--- config.mk ---
export PLATFORM = sky130hd
export DESIGN_NAME = nbr_byte_rf
export DESIGN_NICKNAME = d
export VERILOG_FILES = /design/src/rtl/nbr_rf_pkg.sv /design/src/rtl/nbr_rf_map.sv /design/src/rtl/nbr_rf_rd_port.sv /design/src/rtl/nbr_byte_rf.sv
export SDC_FILE = /design/constraint.sdc
export NUM_CORES = 1
export LEC_CHECK = 0
export CAP_MARGIN = 10
export CORE_ASPECT_RATIO = 1.2
export CORE_UTILIZATION = 38
export CTS_CLUSTER_DIAMETER = 30
export DETAILED_ROUTE_END_ITERATION = 8
export DONT_BUFFER_PORTS = 1
export SYNTH_ARGS = -nofsm -noshare
export SYNTH_HDL_FRONTEND = slang
export SYNTH_SLANG_ARGS = --single-unit
--- constraint.sdc ---
create_clock -name clk_i -period 2.2 [get_ports clk_i]
set_input_delay 0.11 -clock clk_i [delete_from_list [all_inputs] [get_ports clk_i]]
set_output_delay 0.11 -clock clk_i [all_outputs]
set_load 0.005 [all_outputs]
--- src/rtl/nbr_rf_pkg.sv ---
package nbr_rf_pkg;
  localparam int unsigned RF_NREG   = 32;
  localparam int unsigned RF_BYTE_W = 8;
  localparam int unsigned RF_NMEMB  = 4;

  // distance from this member to the source of a bus-backed slot
  function automatic int unsigned nbr_offset(input int unsigned slot);
    return slot / 2 + 1;
  endfunction
endpackage

--- src/rtl/nbr_rf_map.sv ---
module nbr_rf_map #(
  parameter int unsigned NMEMB  = nbr_rf_pkg::RF_NMEMB,
  parameter int unsigned BYTE_W = nbr_rf_pkg::RF_BYTE_W,
  localparam int unsigned IDX_W = $clog2(NMEMB),
  localparam int unsigned NSLOT = 2 * (NMEMB - 1)
) (
  input  logic [IDX_W-1:0]                  elem_idx_i,
  input  logic [NMEMB-1:0][2*BYTE_W-1:0]    bus_data_i,
  input  logic [NMEMB-1:0]                  bus_vld_i,
  output logic [NSLOT-1:0][BYTE_W-1:0]      live_byte_o,
  output logic [NSLOT-1:0]                  live_vld_o
);
  for (genvar j = 0; j < NSLOT; j++) begin : g_slot
    localparam int unsigned OFF = nbr_rf_pkg::nbr_offset(j);
    logic [IDX_W-1:0] src;
    // index wraps modulo the power-of-two cluster size
    assign src = elem_idx_i + IDX_W'(OFF);
    assign live_vld_o[j] = bus_vld_i[src];
    if (j % 2 == 0) begin : g_lo
      assign live_byte_o[j] = bus_data_i[src][BYTE_W-1:0];
    end else begin : g_hi
      assign live_byte_o[j] = bus_data_i[src][2*BYTE_W-1:BYTE_W];
    end
  end
endmodule

--- src/rtl/nbr_rf_rd_port.sv ---
module nbr_rf_rd_port #(
  parameter int unsigned NREG   = nbr_rf_pkg::RF_NREG,
  parameter int unsigned BYTE_W = nbr_rf_pkg::RF_BYTE_W,
  parameter int unsigned NSLOT  = 6,
  localparam int unsigned AW    = $clog2(NREG),
  localparam int unsigned BASE  = NREG - NSLOT
) (
  input  logic                         en_i,
  input  logic                         wide_i,
  input  logic [AW-1:0]                addr_i,
  input  logic [NREG-1:0][BYTE_W-1:0]  regs_i,
  input  logic [NSLOT-1:0][BYTE_W-1:0] live_byte_i,
  input  logic [NSLOT-1:0]             live_vld_i,
  output logic [2*BYTE_W-1:0]          data_o,
  output logic                         err_o,
  output logic [NSLOT-1:0]             latch_o
);
  logic [AW-1:0]     lo_addr, hi_addr;
  logic [BYTE_W-1:0] lo_b, hi_b;

  assign lo_addr = wide_i ? {addr_i[AW-1:1], 1'b0} : addr_i;
  assign hi_addr = {lo_addr[AW-1:1], 1'b1};

  always_comb begin
    lo_b    = regs_i[lo_addr];
    hi_b    = regs_i[hi_addr];
    latch_o = '0;
    for (int j = 0; j < NSLOT; j++) begin
      if (en_i && live_vld_i[j]) begin
        if (lo_addr == AW'(BASE + j)) begin
          lo_b       = live_byte_i[j];
          latch_o[j] = 1'b1;
        end
        if (wide_i && hi_addr == AW'(BASE + j)) begin
          hi_b       = live_byte_i[j];
          latch_o[j] = 1'b1;
        end
      end
    end
  end

  assign data_o = wide_i ? {hi_b, lo_b} : {{BYTE_W{1'b0}}, lo_b};
  assign err_o  = en_i && wide_i && addr_i[0];
endmodule

--- src/rtl/nbr_byte_rf.sv ---
module nbr_byte_rf #(
  parameter int unsigned NREG   = nbr_rf_pkg::RF_NREG,
  parameter int unsigned BYTE_W = nbr_rf_pkg::RF_BYTE_W,
  parameter int unsigned NMEMB  = nbr_rf_pkg::RF_NMEMB,
  localparam int unsigned AW    = $clog2(NREG),
  localparam int unsigned IDX_W = $clog2(NMEMB),
  localparam int unsigned NSLOT = 2 * (NMEMB - 1),
  localparam int unsigned BASE  = NREG - NSLOT
) (
  input  logic                               clk_i,
  input  logic                               rst_ni,
  input  logic [IDX_W-1:0]                   elem_idx_i,
  input  logic [NMEMB-1:0][2*BYTE_W-1:0]     bus_data_i,
  input  logic [NMEMB-1:0]                   bus_vld_i,
  input  logic                               rd_a_en_i,
  input  logic                               rd_a_wide_i,
  input  logic [AW-1:0]                      rd_a_addr_i,
  output logic [2*BYTE_W-1:0]                rd_a_data_o,
  output logic                               rd_a_err_o,
  input  logic                               rd_b_en_i,
  input  logic                               rd_b_wide_i,
  input  logic [AW-1:0]                      rd_b_addr_i,
  output logic [2*BYTE_W-1:0]                rd_b_data_o,
  output logic                               rd_b_err_o,
  input  logic                               wr_en_i,
  input  logic                               wr_wide_i,
  input  logic [AW-1:0]                      wr_addr_i,
  input  logic [2*BYTE_W-1:0]                wr_data_i
);
  logic [NREG-1:0][BYTE_W-1:0]  rf_q, rf_d;
  logic [NSLOT-1:0][BYTE_W-1:0] live_byte;
  logic [NSLOT-1:0]             live_vld, latch_a, latch_b;

  nbr_rf_map #(.NMEMB(NMEMB), .BYTE_W(BYTE_W)) i_map (
    .elem_idx_i (elem_idx_i),
    .bus_data_i (bus_data_i),
    .bus_vld_i  (bus_vld_i),
    .live_byte_o(live_byte),
    .live_vld_o (live_vld)
  );

  nbr_rf_rd_port #(.NREG(NREG), .BYTE_W(BYTE_W), .NSLOT(NSLOT)) i_rd_a (
    .en_i(rd_a_en_i), .wide_i(rd_a_wide_i), .addr_i(rd_a_addr_i),
    .regs_i(rf_q), .live_byte_i(live_byte), .live_vld_i(live_vld),
    .data_o(rd_a_data_o), .err_o(rd_a_err_o), .latch_o(latch_a)
  );

  nbr_rf_rd_port #(.NREG(NREG), .BYTE_W(BYTE_W), .NSLOT(NSLOT)) i_rd_b (
    .en_i(rd_b_en_i), .wide_i(rd_b_wide_i), .addr_i(rd_b_addr_i),
    .regs_i(rf_q), .live_byte_i(live_byte), .live_vld_i(live_vld),
    .data_o(rd_b_data_o), .err_o(rd_b_err_o), .latch_o(latch_b)
  );

  always_comb begin
    rf_d = rf_q;
    if (wr_en_i) begin
      if (wr_wide_i) begin
        rf_d[{wr_addr_i[AW-1:1], 1'b0}] = wr_data_i[BYTE_W-1:0];
        rf_d[{wr_addr_i[AW-1:1], 1'b1}] = wr_data_i[2*BYTE_W-1:BYTE_W];
      end else begin
        rf_d[wr_addr_i] = wr_data_i[BYTE_W-1:0];
      end
    end
    // bus latch overrides a same-cycle local write
    for (int j = 0; j < NSLOT; j++) begin
      if (latch_a[j] || latch_b[j]) rf_d[BASE+j] = live_byte[j];
    end
  end

  always_ff @(posedge clk_i or negedge rst_ni) begin
    if (!rst_ni) rf_q <= '0;
    else         rf_q <= rf_d;
  end


  plain_write_chk: assert property (@(posedge clk_i) disable iff (!rst_ni)
    (wr_en_i && !wr_wide_i && wr_addr_i < AW'(BASE))
    |=> rf_q[$past(wr_addr_i)] == $past(wr_data_i[BYTE_W-1:0]));

  for (genvar j = 0; j < NSLOT; j++) begin : g_chk

    bus_latch_chk: assert property (@(posedge clk_i) disable iff (!rst_ni)
      (latch_a[j] || latch_b[j]) |=> rf_q[BASE+j] == $past(live_byte[j]));

    bus_hold_chk: assert property (@(posedge clk_i) disable iff (!rst_ni)
      (!latch_a[j] && !latch_b[j] && !wr_en_i) |=> $stable(rf_q[BASE+j]));

    no_latch_idle_chk: assert property (@(posedge clk_i) disable iff (!rst_ni)
      !live_vld[j] |-> !(latch_a[j] || latch_b[j]));
  end
endmodule

==> summary.txt <==
fmax -> 368 MHz
Gate Count Post-Synth -> 2,097
critical path, cell by cell -> mux4_2, a221oi_2, buf_4, o211ai_1, a211oi_2, nor4_2, buf_4
fraction of layout cells with a size suffix above 1 -> 33.1%
Cell variety after synth -> 63
H-tree depth -> 2
Pre-antenna DRT Iters -> 7
Final Util -> 50.0%
Tot Pwr -> 0.0238 W
Synthesized Nets -> 2,206
Avg Cell Area, Syn -> 9.31 µm²
Largest Register -> rf_q
Reg clk slew, reported paths -> 0.05 ns
crit-path max cell delay -> 0.49 ns
core area -> 50,600 µm²
initial antenna violation count -> 5
drt total wl -> 96,300 µm
DIE AREA -> 52,300 µm²
DR WL/cell -> 32.0 µm
clock latency on the worst-skew pair -> 0.62 ns
Detail Placement HPWL -> 68,000 µm
Synth area leaders -> dfrtp_1 (33%), mux4_2 (15%), mux2i_1 (7.2%)
worst slew pin tran -> 1.24 ns
Final Hold Vio Count -> 256
post-route minimum period -> 2.72 ns
CTS Buffer Depth -> 3
Die X -> 209 µm
HP Class -> in -> async
outcome -> complete, but fails checks
Vias -> 20,100
io pins -> 143
most frequent cells after synthesis -> nand2_1 (327), dfrtp_1 (256), a21oi_1 (197), nor2_1 (197), mux2i_1 (141)
Seq. cell area -> 6420 µm²
via/cell ratio -> 6.68
Layout area overhead -> 29.3%
Non-Filler Instances -> 3,013
endpoint class of the critical path -> primary output
Die H -> 250 µm
Worst Path Buf+Inv -> 2
initial core utilization -> 38.6%
maximum VDD drop -> 0.601 mV
Largest regs -> rf_q (256)
YS warnings -> 0
Final Cycle Share -> 124%
Num CTS Buffers -> 61
total grt overflow -> 0
final worst slack -> -0.518 ns
Largest register FFs -> 256
Clk Tree Root Cell -> clkbuf_16
Final setup viols -> 32
critical path startpoint category -> flip-flop
Cell Area, Placed -> 21,500 µm²
Sink Count -> 256
Final Cell Area -> 25,300 µm²
Synth top area share -> 32.8%
hold-fix buffer count after cts -> 55
failing checks -> negative hold slack, negative setup slack
DR iter-0 viols -> 2,347
total track usage -> 36.7%
DRC viols -> 0
RSZ-0062 raised after global routing -> true
final setup TNS -> -10.04 ns
clock skew -> 0 ns
post-synthesis sequential area ratio -> 32.8%
worst-path maximum fanout -> 2
slowest CP cell -> mux4_2
cell taking the most area after synthesis -> dfrtp_1
Final nets -> 2,420
Worst EP required -> 2.09 ns
worst path arrival time -> 2.61 ns
post-synthesis async set-or-reset flop share -> 100%
RD Place Congestion -> 1.04
critical path's top delay family -> compound AO/OA/AOI/OAI gates
Setup CP Type -> reg -> out
DP Cell Count -> 2,797
Post-synth EDFFs -> 0
Synth Register Bits -> 256
vias in the first global route -> 20,100
final hold slack -> -0.797 ns
cell mode on critical path -> buf_4
largest net degree at the start of global routing -> 257
most common cell in the netlist -> nand2_1
area of the mapped netlist -> 19,500 µm²
CTS tree -> built
Rel. slew slack -> 17.3%
# rows -> 90
ys flop type -> dfrtp_1
number of buffers added on ports -> 0
Slew Limit Fails -> 0
PwrDens -> 942 nW/µm²
P_leak -> 10.3 nW
Final ANT Viol Nets -> 0
Max Cap Viol -> 0
Fill cells -> 4,626
multi-input logic area -> 12,900 µm²
first-pass GRT wire length -> 140,000 µm
-- placed cells by master, fill, tap and decap left out, types with 10 or more instances in the layout --
cell type	count
nor2_1	191
clkinv_2	11
a21oi_2	14
nand2_2	11
a32oi_1	34
mux2i_1	138
buf_12	22
a22o_1	14
nor3_1	14
buf_6	23
a211oi_1	11
o21ai_2	11
a31oi_1	35
clkbuf_16	62
a21oi_1	181
o211ai_1	12
nor2_2	15
mux2_2	117
dlygate4sd3_1	53
mux4_2	132
buf_4	231
dfrtp_1	247
nand3_1	84
o22ai_2	10
o21ai_1	16
nand2_1	319
clkbuf_1	11
nor2b_1	13
nand4_1	13
a22oi_1	14
o21ai_0	86
o22ai_1	21
-- report_power, final --
part / leakage (nW) / internal, W / switching, W
Sequential: 3.10 / 0.00596 / 0.00137
Combinational: 6.20 / 0.00365 / 0.00354
Clock: 1.03 / 0.00621 / 0.00306
Total: 10.3 / 0.0158 / 0.00796
-- path summary, 6_finish.rpt --
check / slack, ns / startpoint / cells after the start / to
min in group clk_i: 0.02 / elem_idx_i[1] / 3 / rf_q[230]$_DFFE_PN0P_
hold reg to reg: 0.53 / rf_q[160]$_DFFE_PN0P_ / 1 / rf_q[160]$_DFFE_PN0P_
hold / removal: -0.80 / rst_ni / 0 / rf_q[16]$_DFFE_PN0P_
max in group asynchronous: 2.66 / rst_ni / 0 / rf_q[239]$_DFFE_PN0P_
setup / recovery: -0.52 / rf_q[149]$_DFFE_PN0P_ / 7 / rd_a_data_o[5]
setup reg to reg: 0.66 / rf_q[238]$_DFFE_PN0P_ / 4 / rf_q[238]$_DFFE_PN0P_
-- timing repair --
action / in CTS / in global routing
hold endpoints to repair: 476 / 256
gates resized for setup: 139 / 44
setup buffers: 35 / 14
pin swaps: 67 / 46
endpoints found under the setup margin: 32 / 32
-- layout make-up --
class,count,area share [%]
clock buffer,80,6.69
inverter,10,0.149
tap,644,3.19
clock inverter,34,1.66
timing repair buffer,330,11.8
multi-input combinational,1652,51.0
sequential,256,25.4
antenna,7,0.0694
-- cell families after synthesis --
group	Yosys count	synth area share, %
simple gates	729	16.2
compound gates	530	16.7
mux	393	29.4
flops	256	32.8
buf+inv	189	4.99
-- stage by stage --
stage / hold slack (ns) / worst slack (ns)
3_3_place_gp: -0.168 / -0.160
2_1_floorplan: -0.186 / 0.312
4_1_cts: -0.817 / -0.536
5_1_grt: -0.809 / -0.572
6_report: -0.797 / -0.518
3_5_place_dp: -0.168 / -0.188
-- per-layer routing --
metal	track usage (%)	part of all wire, %
met3	10.4	11
met1	42.1	35
met4	30.7	9.9
met2	56.8	44
met5	0	0
(Power assumes the default switching activity.)
